`src/rtl/df_issue_pkg.sv`:
```
package df_issue_pkg;

  typedef enum logic {
    UNIT_ALU = 1'b0,
    UNIT_MUL = 1'b1
  } unit_cls_e;

  function automatic int unsigned umax(input int unsigned a, input int unsigned b);
    return (a > b) ? a : b;
  endfunction

  // earliest cycle: one past the latest used producer, optionally no earlier
  // than the previous placement when the in-order rule is on
  function automatic int unsigned earliest_cycle(input int unsigned rdy_a,
                                                 input int unsigned rdy_b,
                                                 input logic use_a,
                                                 input logic use_b,
                                                 input logic inorder,
                                                 input int unsigned prev);
    int unsigned dep;
    dep = umax(use_a ? rdy_a : 0, use_b ? rdy_b : 0) + 1;
    return inorder ? umax(dep, prev) : dep;
  endfunction

  // a zero limit means unlimited
  function automatic logic has_room(input int unsigned used, input int unsigned lim);
    return (lim == 0) || (used < lim);
  endfunction

endpackage

```
`src/rtl/df_ready_table.sv`:
```
module df_ready_table #(
  parameter int NTAG = 64,
  parameter int CW   = 6,
  localparam int TW  = $clog2(NTAG)
) (
  input  logic          clk,
  input  logic          rst_n,
  input  logic          clr,
  input  logic [TW-1:0] rd_a_tag,
  input  logic [TW-1:0] rd_b_tag,
  input  logic          wr_en,
  input  logic [TW-1:0] wr_tag,
  input  logic [CW-1:0] wr_cyc,
  output logic [CW-1:0] rd_a_cyc,
  output logic [CW-1:0] rd_b_cyc
);

  logic [CW-1:0] rdy_q [NTAG];

  for (genvar g = 0; g < NTAG; g++) begin : g_entry
    always_ff @(posedge clk or negedge rst_n) begin
      if (!rst_n)                              rdy_q[g] <= '0;
      else if (clr)                            rdy_q[g] <= '0;
      else if (wr_en && (wr_tag == TW'(g)))    rdy_q[g] <= wr_cyc;
    end
  end

  assign rd_a_cyc = rdy_q[rd_a_tag];
  assign rd_b_cyc = rdy_q[rd_b_tag];

endmodule

```
`src/rtl/df_slot_finder.sv`:
```
module df_slot_finder
  import df_issue_pkg::*;
#(
  parameter int DEPTH = 32,
  parameter int CW    = 6,
  parameter int OCW   = 8
) (
  input  logic           clk,
  input  logic           rst_n,
  input  logic           clr,
  input  logic [CW-1:0]  earliest,
  input  unit_cls_e      cls,
  input  logic [OCW-1:0] lim_width,
  input  logic [OCW-1:0] lim_alu,
  input  logic [OCW-1:0] lim_mul,
  input  logic           commit,
  output logic           found,
  output logic [CW-1:0]  slot
);

  logic [OCW-1:0] occ_tot [DEPTH];
  logic [OCW-1:0] occ_alu [DEPTH];
  logic [OCW-1:0] occ_mul [DEPTH];
  logic [DEPTH-1:0] fit;

  for (genvar g = 0; g < DEPTH; g++) begin : g_cycle
    logic cls_ok;
    logic take;
    assign cls_ok = (cls == UNIT_MUL) ? has_room(32'(occ_mul[g]), 32'(lim_mul))
                                      : has_room(32'(occ_alu[g]), 32'(lim_alu));
    assign fit[g] = (CW'(g + 1) >= earliest) && cls_ok &&
                    has_room(32'(occ_tot[g]), 32'(lim_width));
    assign take = commit && found && (slot == CW'(g + 1));

    always_ff @(posedge clk or negedge rst_n) begin
      if (!rst_n) begin
        occ_tot[g] <= '0;
        occ_alu[g] <= '0;
        occ_mul[g] <= '0;
      end else if (clr) begin
        occ_tot[g] <= '0;
        occ_alu[g] <= '0;
        occ_mul[g] <= '0;
      end else if (take) begin
        if (occ_tot[g] != '1) occ_tot[g] <= occ_tot[g] + 1'b1;
        if (cls == UNIT_MUL) begin
          if (occ_mul[g] != '1) occ_mul[g] <= occ_mul[g] + 1'b1;
        end else begin
          if (occ_alu[g] != '1) occ_alu[g] <= occ_alu[g] + 1'b1;
        end
      end
    end
  end

  // lowest fitting cycle wins
  always_comb begin
    found = 1'b0;
    slot  = '0;
    for (int i = DEPTH - 1; i >= 0; i--) begin
      if (fit[i]) begin
        found = 1'b1;
        slot  = CW'(i + 1);
      end
    end
  end

endmodule

```
`src/rtl/df_issue_calc.sv`:
```
module df_issue_calc
  import df_issue_pkg::*;
#(
  parameter int NTAG  = 64,
  parameter int DEPTH = 32,
  parameter int OCW   = 8,
  parameter int ICW   = 16,
  localparam int TW   = $clog2(NTAG),
  localparam int CW   = $clog2(DEPTH + 2)
) (
  input  logic           clk,
  input  logic           rst_n,
  input  logic           start,
  input  logic           cfg_inorder,
  input  logic [OCW-1:0] cfg_issue_width,
  input  logic [OCW-1:0] cfg_alu_lim,
  input  logic [OCW-1:0] cfg_mul_lim,
  input  logic           in_valid,
  input  logic [TW-1:0]  in_dst,
  input  logic [TW-1:0]  in_src_a,
  input  logic           in_use_a,
  input  logic [TW-1:0]  in_src_b,
  input  logic           in_use_b,
  input  logic           in_cls,
  input  logic           prog_end,
  output logic           res_valid,
  output logic [CW-1:0]  res_cycle,
  output logic           overflow,
  output logic           done,
  output logic [ICW-1:0] instr_count,
  output logic [CW-1:0]  cycle_count
);

  // named internal events
  logic ev_accept, ev_end, ev_place, ev_miss;

  logic [CW-1:0] rdy_a, rdy_b, earliest, slot, last_q;
  logic          found;

  logic           res_valid_q, ovf_q, done_q;
  logic [CW-1:0]  res_cycle_q, ccnt_q;
  logic [ICW-1:0] icnt_q;

  assign ev_accept = in_valid && !start;
  assign ev_end    = prog_end && !start;
  assign ev_place  = ev_accept && found;
  assign ev_miss   = ev_accept && !found;

  df_ready_table #(.NTAG(NTAG), .CW(CW)) u_ready (
    .clk      (clk),
    .rst_n    (rst_n),
    .clr      (start),
    .rd_a_tag (in_src_a),
    .rd_b_tag (in_src_b),
    .wr_en    (ev_place),
    .wr_tag   (in_dst),
    .wr_cyc   (slot),
    .rd_a_cyc (rdy_a),
    .rd_b_cyc (rdy_b)
  );

  assign earliest = CW'(earliest_cycle(32'(rdy_a), 32'(rdy_b), in_use_a, in_use_b,
                                       cfg_inorder, 32'(last_q)));

  df_slot_finder #(.DEPTH(DEPTH), .CW(CW), .OCW(OCW)) u_slots (
    .clk       (clk),
    .rst_n     (rst_n),
    .clr       (start),
    .earliest  (earliest),
    .cls       (unit_cls_e'(in_cls)),
    .lim_width (cfg_issue_width),
    .lim_alu   (cfg_alu_lim),
    .lim_mul   (cfg_mul_lim),
    .commit    (ev_accept),
    .found     (found),
    .slot      (slot)
  );

  always_ff @(posedge clk or negedge rst_n) begin
    if (!rst_n) begin
      res_valid_q <= 1'b0;
      res_cycle_q <= '0;
      ovf_q       <= 1'b0;
      done_q      <= 1'b0;
      icnt_q      <= '0;
      ccnt_q      <= '0;
      last_q      <= '0;
    end else begin
      res_valid_q <= ev_accept;
      done_q      <= ev_end;
      if (start) begin
        res_cycle_q <= '0;
        ovf_q       <= 1'b0;
        icnt_q      <= '0;
        ccnt_q      <= '0;
        last_q      <= '0;
      end else if (ev_accept) begin
        icnt_q <= icnt_q + 1'b1;
        if (found) begin
          res_cycle_q <= slot;
          last_q      <= slot;
          if (slot > ccnt_q) ccnt_q <= slot;
        end else begin
          res_cycle_q <= '0;
          ovf_q       <= 1'b1;
        end
      end
    end
  end

  assign res_valid   = res_valid_q;
  assign res_cycle   = res_cycle_q;
  assign overflow    = ovf_q;
  assign done        = done_q;
  assign instr_count = icnt_q;
  assign cycle_count = ccnt_q;

endmodule

```
`config.mk`:
```
export PLATFORM = sky130hd
export DESIGN_NAME = df_issue_calc
export DESIGN_NICKNAME = d
export VERILOG_FILES = /design/src/rtl/df_issue_pkg.sv /design/src/rtl/df_ready_table.sv /design/src/rtl/df_slot_finder.sv /design/src/rtl/df_issue_calc.sv
export SDC_FILE = /design/constraint.sdc
export NUM_CORES = 2
export LEC_CHECK = 0
export BUFFER_PORTS_ARGS = -buffer_cell sky130_fd_sc_hd__buf_4
export CAP_MARGIN = 5
export CORE_MARGIN = 8
export CORE_UTILIZATION = 50
export CTS_CLUSTER_DIAMETER = 80
export CTS_CLUSTER_SIZE = 12
export DETAILED_ROUTE_END_ITERATION = 7
export PLACE_DENSITY = 0.65
export RECOVER_POWER = 100
export SYNTH_ARGS = -nofsm -noshare
export SYNTH_HDL_FRONTEND = slang
export SYNTH_HIERARCHICAL = 1
export SYNTH_SLANG_ARGS = --single-unit
```
`constraint.sdc`:
```
create_clock -name clk -period 11.6 [get_ports clk]
set_input_delay 1.74 -clock clk [delete_from_list [all_inputs] [get_ports clk]]
set_output_delay 1.74 -clock clk [all_outputs]
set_load 0.005 [all_outputs]
```
### After elaboration in Yosys (flattened, before gate mapping)

Cells that the tools add are included.

| word-level totals | value |
|---|---|
| bits in registers | 1189 |
| output and inout port bits | 31 |
| logic and storage cells | 1754 |

| operators by class | value |
|---|---|
| mux-type cells | 602 |
| equality and inequality tests | 193 |
| reduce and logical (&&, ||, !) cells | 559 |
| bitwise gates (word level) | 2 |
| order comparisons | 133 |
| $add $sub $neg | 98 |

Operator list:

| cell | count |
|---|---|
| 8-bit 2-to-1 mux | 352 |
| 6-bit 2-to-1 mux | 179 |
| 8-bit by 1-bit adder with 8-bit output, second input constant | 96 |
| 8-bit < comparator | 96 |
| 8-bit inequality test, second input constant | 96 |
| 2-bit nonzero test | 196 |
| 6-bit == test, second input constant | 33 |
| 3-bit AND reduction | 65 |
| 6-bit by 5-bit == test with 1-bit output, second input constant | 32 |
| 1-bit logical AND | 163 |
| 6-bit by 4-bit == test with 1-bit output, second input constant | 16 |
| 5-bit by 6-bit >= comparator with 1-bit output, first input constant | 16 |
| 1-bit logical OR | 96 |
| 6-bit binary-select mux with 6-bit select | 2 |
| 2-bit AND reduction | 34 |
| 1-bit 2-to-1 mux | 67 |
| 6-bit by 3-bit == test with 1-bit output, second input constant | 8 |
| 4-bit by 6-bit >= comparator with 1-bit output, first input constant | 8 |
| 16-bit 2-to-1 mux | 2 |
| 6-bit by 2-bit == test with 1-bit output, second input constant | 4 |
| 3-bit by 6-bit >= comparator with 1-bit output, first input constant | 4 |
| 8-bit logical NOT | 3 |
| 16-bit by 1-bit adder with 16-bit output, second input constant | 1 |
| 7-bit >= comparator, second input constant | 2 |
| other kinds (11) | 16 |

### Longest topological paths before layout

| logic depth | value |
|---|---|
| depth after elaboration | 51 |
| mapped depth | 52 |
| gate-level depth less buffers | 42 |

### By module

The synthesis kept the hierarchy.

By module, submodules not included:

| module | area each (sq um) | cells each | instances | sequential area each (sq um) |
|---|---|---|---|---|
| df_slot_finder | 57584.0 | 6340 | 1 | 19218.4 |
| df_ready_table | 22394.0 | 2155 | 1 | 9609.2 |
| df_issue_calc | 2331.0 | 257 | 1 | 925.9 |

### Worst setup path after synthesis

Ideal clock, no wire load.

| timing path | value |
|---|---|
| path kind | input -> register |
| start | input port in_src_a[1] |
| end | register ccnt_q[2] (netlist: cycle_count[2]) |
| buffers on the path | 9 |
| arrival | 11.109 ns |
| library setup time | 0.132 ns |
| setup slack | 0.359 ns |
| data required time | 11.468 ns |
| stages on the path | 47 |
| cell sequence | buf_2 buf_2 mux4_2 mux4_2 nor2_1 a211oi_1 a21o_1 nand2_1 inv_1 ha_1 and4_1 and3_1 a31oi_1 buf_2 mux2i_1 ha_1 nand4_1 xor2_1 [... 11 more ...] or2_2 a21o_1 a2111oi_4 nor2_2 a2111oi_2 a211oi_2 or2_1 buf_4 inv_2 buf_4 buf_4 clkbuf_1 ha_1 a21o_1 a221oi_1 a311oi_2 mux2i_1 nor2_1 |

RTL lines:

| what | line | RTL |
|---|---|---|
| start: declaration | df_issue_calc.sv:20 | `input logic [TW-1:0] in_src_a,` |
| 6-bit NOT with 7-bit output (implied by the code) * | df_ready_table.sv:28 | `assign rd_a_cyc = rdy_q[rd_a_tag];` |
| 6-bit binary-select mux with 6-bit select * | df_ready_table.sv:28 |  |
| 6-bit 2-to-1 mux (implied by the code) * (2 in series) | df_ready_table.sv:28 |  |
| net rdy_a[3] | df_issue_calc.sv:37 | `logic [CW-1:0] rdy_a, rdy_b, earliest, slot, last_q;` |
| 6-bit 2-to-1 mux * | df_issue_pkg.sv:21 | `dep = umax(use_a ? rdy_a : 0, use_b ? rdy_b : 0) + 1;` |
| 6-bit > comparator | df_issue_pkg.sv:9 | `return (a > b) ? a : b;` |
| 6-bit 2-to-1 mux * | df_issue_pkg.sv:9 |  |
| 6-bit by 1-bit adder with 7-bit output * | df_issue_pkg.sv:21 |  |
| [... 3 more ...] | n/a |  |
| net earliest[1] | df_issue_calc.sv:37 |  |
| 5-bit by 6-bit >= comparator with 1-bit output | df_slot_finder.sv:31 | `assign fit[g] = (CW'(g + 1) >= earliest) && cls_ok &&` |
| 1-bit logical AND (2 in series) | df_slot_finder.sv:31 |  |
| 6-bit 2-to-1 mux (30 in series) | df_slot_finder.sv:60 | `if (fit[i]) begin` |
| 6-bit 2-to-1 mux * | df_slot_finder.sv:60 |  |
| net slot[1] | df_issue_calc.sv:37 |  |
| 6-bit > comparator * | df_issue_calc.sv:102 | `if (slot > ccnt_q) ccnt_q <= slot;` |
| 2-bit nonzero test (no source line) * | n/a |  |
| 3-bit AND reduction (no source line) * | n/a |  |
| end signal: assignment | df_issue_calc.sv:102 |  |
| end: declaration | df_issue_calc.sv:41 | `logic [CW-1:0] res_cycle_q, ccnt_q;` |

The timed path passes the listed nets; every way through them passes the cells marked *. The select of a mux whose other input is x is not followed.
A chain may end at the register's enable or synchronous reset.

### Worst setup path in the final report

| timing path | value |
|---|---|
| start | input port in_src_a[0] |
| end | register u_ready/rdy_q[131] (netlist bit) |

RTL lines:

| what | line | RTL |
|---|---|---|
| 6-bit NOT with 7-bit output (implied by the code) * | df_ready_table.sv:28 |  |
| 6-bit binary-select mux with 6-bit select * | df_ready_table.sv:28 |  |
| 6-bit 2-to-1 mux (implied by the code) * (2 in series) | df_ready_table.sv:28 |  |
| net rdy_a[4] | df_issue_calc.sv:37 |  |
| 6-bit 2-to-1 mux * | df_issue_pkg.sv:21 |  |
| 6-bit > comparator | df_issue_pkg.sv:9 |  |
| 6-bit 2-to-1 mux * | df_issue_pkg.sv:9 |  |
| 6-bit by 1-bit adder with 7-bit output * | df_issue_pkg.sv:21 |  |
| [... 3 more ...] | n/a |  |
| net earliest[0] | df_issue_calc.sv:37 |  |
| 6-bit >= comparator | df_slot_finder.sv:31 |  |
| 1-bit logical AND (2 in series) | df_slot_finder.sv:31 |  |
| 6-bit 2-to-1 mux (31 in series) | df_slot_finder.sv:60 |  |
| 6-bit 2-to-1 mux * | df_slot_finder.sv:60 |  |
| net slot[5] | df_issue_calc.sv:37 |  |
| 6-bit 2-to-1 mux * | df_ready_table.sv:24 | `else if (wr_en && (wr_tag == TW'(g))) rdy_q[g] <= wr_cyc;` |
| 6-bit 2-to-1 mux * | df_ready_table.sv:23 | `else if (clr) rdy_q[g] <= '0;` |
| end signal: indexed assignment | df_ready_table.sv:24 |  |
| end: declaration | df_ready_table.sv:18 | `logic [CW-1:0] rdy_q [NTAG];` |

Marks and branches as above.

==> impl_summary.md <==
Logic synthesis
The cell area after technology mapping is 82310 um^2. By count the netlist is led by 1189 x sky130_fd_sc_hd__dfrtp_1, 815 x sky130_fd_sc_hd__nor2_1, 788 x sky130_fd_sc_hd__ha_1. The post-synthesis compound-gate area fraction is 0.1459. The portion of synthesized cell area occupied by the leading cell type is 0.3615. Among all flip-flop cells after synthesis, the most frequent one is sky130_fd_sc_hd__dfrtp_1.

The combinational family with the most area after synthesis is simple AND/OR/NAND/NOR gates. By area the synthesized netlist is led by sky130_fd_sc_hd__dfrtp_1 36%, sky130_fd_sc_hd__ha_1 12%, sky130_fd_sc_hd__mux4_2 4.7%. The fraction of the mapped netlist area in simple logic gates is 0.2124. The proportion of synthesized area in mux cells is 0.1019. The cell with the most instances after synthesis is sky130_fd_sc_hd__dfrtp_1. After synthesis, the mean cell area works out to 9.405 um^2.

The number of warnings issued by yosys is 6. Counting flops with a built-in enable in the synthesized netlist gives 0. Synthesis produced 8752 cells.

The area share of xor/xnor cells in the synthesized design is 0.02394. The post-synth net total is 9591. Of the synthesized area, sequential elements account for 0.3615.

The area share of fa/ha/maj cells after synthesis is 0.1198. The biggest area contributor in the post-synthesis netlist is sky130_fd_sc_hd__dfrtp_1. Synthesis inferred 1189 register bits. After synthesis, the share of flip-flops with an asynchronous set or reset is 1.000. The number of unique standard cell types used by synthesis is 109.

Route
Detailed routing inserted a total of 71906 vias. In the routed layout, each cell is associated on average with a via count of ~6.5. The remaining number of nets flagged by the antenna check after routing is 0. The total wire length after detailed routing is about 270 mm. The post-route DRC violation count is 0.

The total iterations of the first detailed-routing run is 6. The number of design-rule violations left by the first detailed-router iteration is 7246. After detailed routing, the average wire length per cell comes to 24.02 um.

Timing
For the pin with the worst max-slew slack, the measured transition is 6.359 ns. Setup repair after global routing left no endpoint under its margin. Headroom to the max-slew limit came out at -3.239. Subtracting the final worst setup slack from the clock period gives 11.24 ns.

After layout, the worst setup slack is 0.3634 ns. The fraction of the cycle the final worst path needs is 0.9687. The number of hold violations in the final report is 0. The maximum clock rate is 88.99 MHz. The clock skew after layout is a little under 0.04 ns. The number of slew-limit violations in the final report is 799. The total setup violations reported at the end of the flow is 0.

Power
Across the VDD grid, the largest voltage drop is 331.6 uV. Power spread over the standard cell area amounts to between 100 and 150 nW/um^2. Summed over all cells, the static leakage comes to a little under 40 nW. The post-layout total power is 12.28 mW.

Cells and area
The number of fill cells in the layout is 14661. With fillers left out, the area of the finished cells amounts to 89670 um^2. Registers take 29750 um^2. The share of cells above drive strength 1 is 0.1065. Relative to the synthesized area, the layout overhead comes to 8.941%. The net count of the finished layout is 9686. The filler-free cell count of the finished design is 11069. The footprint of the multi-input gates is between 40000 and 50000 um^2.

Die
The floorplan step defined a die boundary enclosing 177900 um^2. In this run the horizontal extent of the chip is roughly 420 um. The cell row count is 149. The overall die height is 421.7 um. The area of the core region is about 160000 um^2. The initial core utilization is 0.5011. The I/O pin count is 82.

Placed design
The placed cell area is between 80000 and 90000 um^2. The number of buffer cells added on primary ports is 81. Prior to clock tree synthesis, the placed netlist has a worst setup slack of -0.4587 ns.

Routability-driven placement finished with a final weighted congestion of ~0.97. The HPWL after detailed placement is 179.0 mm. The total placed cells including tap cells is 10917.

Status
The checks that failed: capacitance limit, slew limit. The run finished, with violations left.

Worst setup path
The top fanout value on the critical path is 36. The worst setup path is captured at a register. STA classifies the critical path startpoint as a primary input.

The worst setup path is of the in -> reg kind. The longest individual stage delay on the worst path is roughly 0.64 ns. The critical path data required time is between 10 and 15 ns. STA puts the critical path data arrival time at ~12 ns. The worst flop-to-flop path endpoint is u_ready/rdy_q[131]. The startpoint identified for the worst register-to-register timing path is u_ready/rdy_q[370]. The most numerous cell type found on the critical path is sky130_fd_sc_hd__buf_4. The worst reg-to-reg setup slack is 1.36 ns. The cell at the slowest stage of the critical path is sky130_fd_sc_hd__nor4_1. The worst register-to-register path has a depth of 38.

Hold path
The critical hold path startpoint is overflow. The end point of the most critical hold path is overflow. The cell depth of the worst hold path is 2. The tightest min-delay check is of the reg -> reg type.

CTS
Clock-pin slew was measured on the worst setup and hold paths at about 0.06 ns. The number of sinks on the clock net is 1189. The number of levels the H-tree was split into is 3.

Clock tree synthesis inserted a total of 114 buffers. The clock latency of the later-clocked register in the worst-skew pair is 0.78 ns. TritonCTS built the clock tree.

The root buffer cell chosen for the clock tree is sky130_fd_sc_hd__clkbuf_16. No sink is reached through more buffers than the 3 on the longest clock path. The hold-fix buffer count after cts is 0.

GRT
The global-route wire length before repair is 412.7 mm. The via count of the first global-routing pass is 69689. The overall track demand over capacity in global routing is 0.2883.

The initial antenna violation count was 5. The overflow left after global routing is 0. The largest net degree at the start of global routing is 231.

Job
The tool flagged a number of max-cap violations equal to 11.
==> logic make-up after synthesis <==
kind of cell	after synthesis
mux	587
simple gates	3416
buf+inv	655
xor+xnor	225
flops	1189
fa+ha+maj	788
compound gates	1892
==> cell usage in the layout, fill, tap and decap left out, types with 67 or more instances in the layout <==
cell / n
sky130_fd_sc_hd__dfrtp_1: 1189
sky130_fd_sc_hd__nor2_1: 813
sky130_fd_sc_hd__ha_1: 788
sky130_fd_sc_hd__a21oi_1: 737
sky130_fd_sc_hd__nand2_1: 685
sky130_fd_sc_hd__nand3_1: 623
sky130_fd_sc_hd__o21ai_0: 322
sky130_fd_sc_hd__mux2i_1: 281
sky130_fd_sc_hd__buf_4: 249
sky130_fd_sc_hd__nand4_1: 200
sky130_fd_sc_hd__mux4_2: 171
sky130_fd_sc_hd__and3_1: 168
sky130_fd_sc_hd__or3_1: 161
sky130_fd_sc_hd__nor2b_1: 157
sky130_fd_sc_hd__clkbuf_1: 136
sky130_fd_sc_hd__inv_1: 130
sky130_fd_sc_hd__xnor2_1: 130
sky130_fd_sc_hd__nor4_1: 123
sky130_fd_sc_hd__a21o_1: 117
sky130_fd_sc_hd__clkbuf_16: 115
sky130_fd_sc_hd__or4_1: 102
sky130_fd_sc_hd__mux2_2: 99
sky130_fd_sc_hd__xor2_1: 95
sky130_fd_sc_hd__o31ai_1: 90
sky130_fd_sc_hd__nor3_1: 87
sky130_fd_sc_hd__nand2b_1: 75
sky130_fd_sc_hd__a211oi_1: 67
==> how the worst max path moves through the flow <==
| stage | from | end |
|---|---|---|
| 3_5_place_dp | in_src_a[0] | u_slots/occ_alu[34] |
| 4_1_cts | in_src_a[0] | u_slots/occ_alu[84] |
| 3_3_place_gp | in_src_a[0] | u_slots/occ_alu[84] |
| 6_report | in_src_a[0] | u_ready/rdy_q[131] |
| 5_1_grt | in_src_a[0] | cycle_count[2] |
| 2_1_floorplan | in_src_a[1] | cycle_count[2] |
==> critical path: cells and delay by family <==
family / cells / cell delay [ns]
adder cells (fa/ha/maj): 3 / 0.84
AND/OR/NAND/NOR: 14 / 3.52
XOR/XNOR: 1 / 0.16
buffers and inverters: 8 / 2.15
AO/OA/AOI/OAI: 10 / 1.90
multiplexers: 4 / 1.46
==> flip-flops by register name, indices dropped and copies added, names as in the netlist <==
| name | flops |
|---|---|
| u_ready/rdy_q | 384 |
| u_slots/occ_alu | 256 |
| u_slots/occ_mul | 256 |
| u_slots/occ_tot | 256 |
| instr_count | 16 |
| cycle_count | 6 |
| last_q | 6 |
| res_cycle | 6 |
| done | 1 |
| overflow | 1 |
| res_valid | 1 |
==> stage by stage <==
stage | setup TNS (ns) | hold slack (ns) | util
2_1_floorplan | 0 | 0.4859 | -
3_3_place_gp | -198.26 | 0.4851 | 0.5312
3_5_place_dp | -85.75 | 0.4893 | 0.5312
4_1_cts | 0 | 0.5061 | 0.5508
5_1_grt | 0 | 0.5424 | 0.5459
6_report | 0 | 0.4923 | 0.5459
==> timing repair <==
| action | in CTS | in global routing |
|---|---|---|
| setup buffers | 0 | 1 |
| gates resized for setup | 0 | 6 |
| setup endpoints to repair | 0 | 570 |
==> cell type report <==
type | instances | share of cell area
clock inverter | 19 | 0.002972
multi-input combinational | 6908 | 0.5540
sequential | 1189 | 0.3318
antenna | 4 | 0.0001116
clock buffer | 126 | 0.03289
inverter | 155 | 0.006572
timing repair buffer | 479 | 0.04111
tap | 2189 | 0.03054
==> per-layer routing <==
| layer | global-route usage | vias to the layer above | routed length (um) |
|---|---|---|---|
| li1 | - | 32768 | - |
| met1 | 0.3768 | 35669 | 109000 |
| met2 | 0.4672 | 2791 | 123000 |
| met3 | 0.04014 | 676 | 17820 |
| met4 | 0.1503 | 2 | 16050 |
| met5 | 0 | - | 13 |
==> report_power, final <==
group          internal [mW]  total (mW)  switching [mW]
logic                   1.25        4.51            3.26
clock network           1.86        3.55            1.69
registers               4.18        4.22          0.0422
Power figures use the tool's default switching activity.
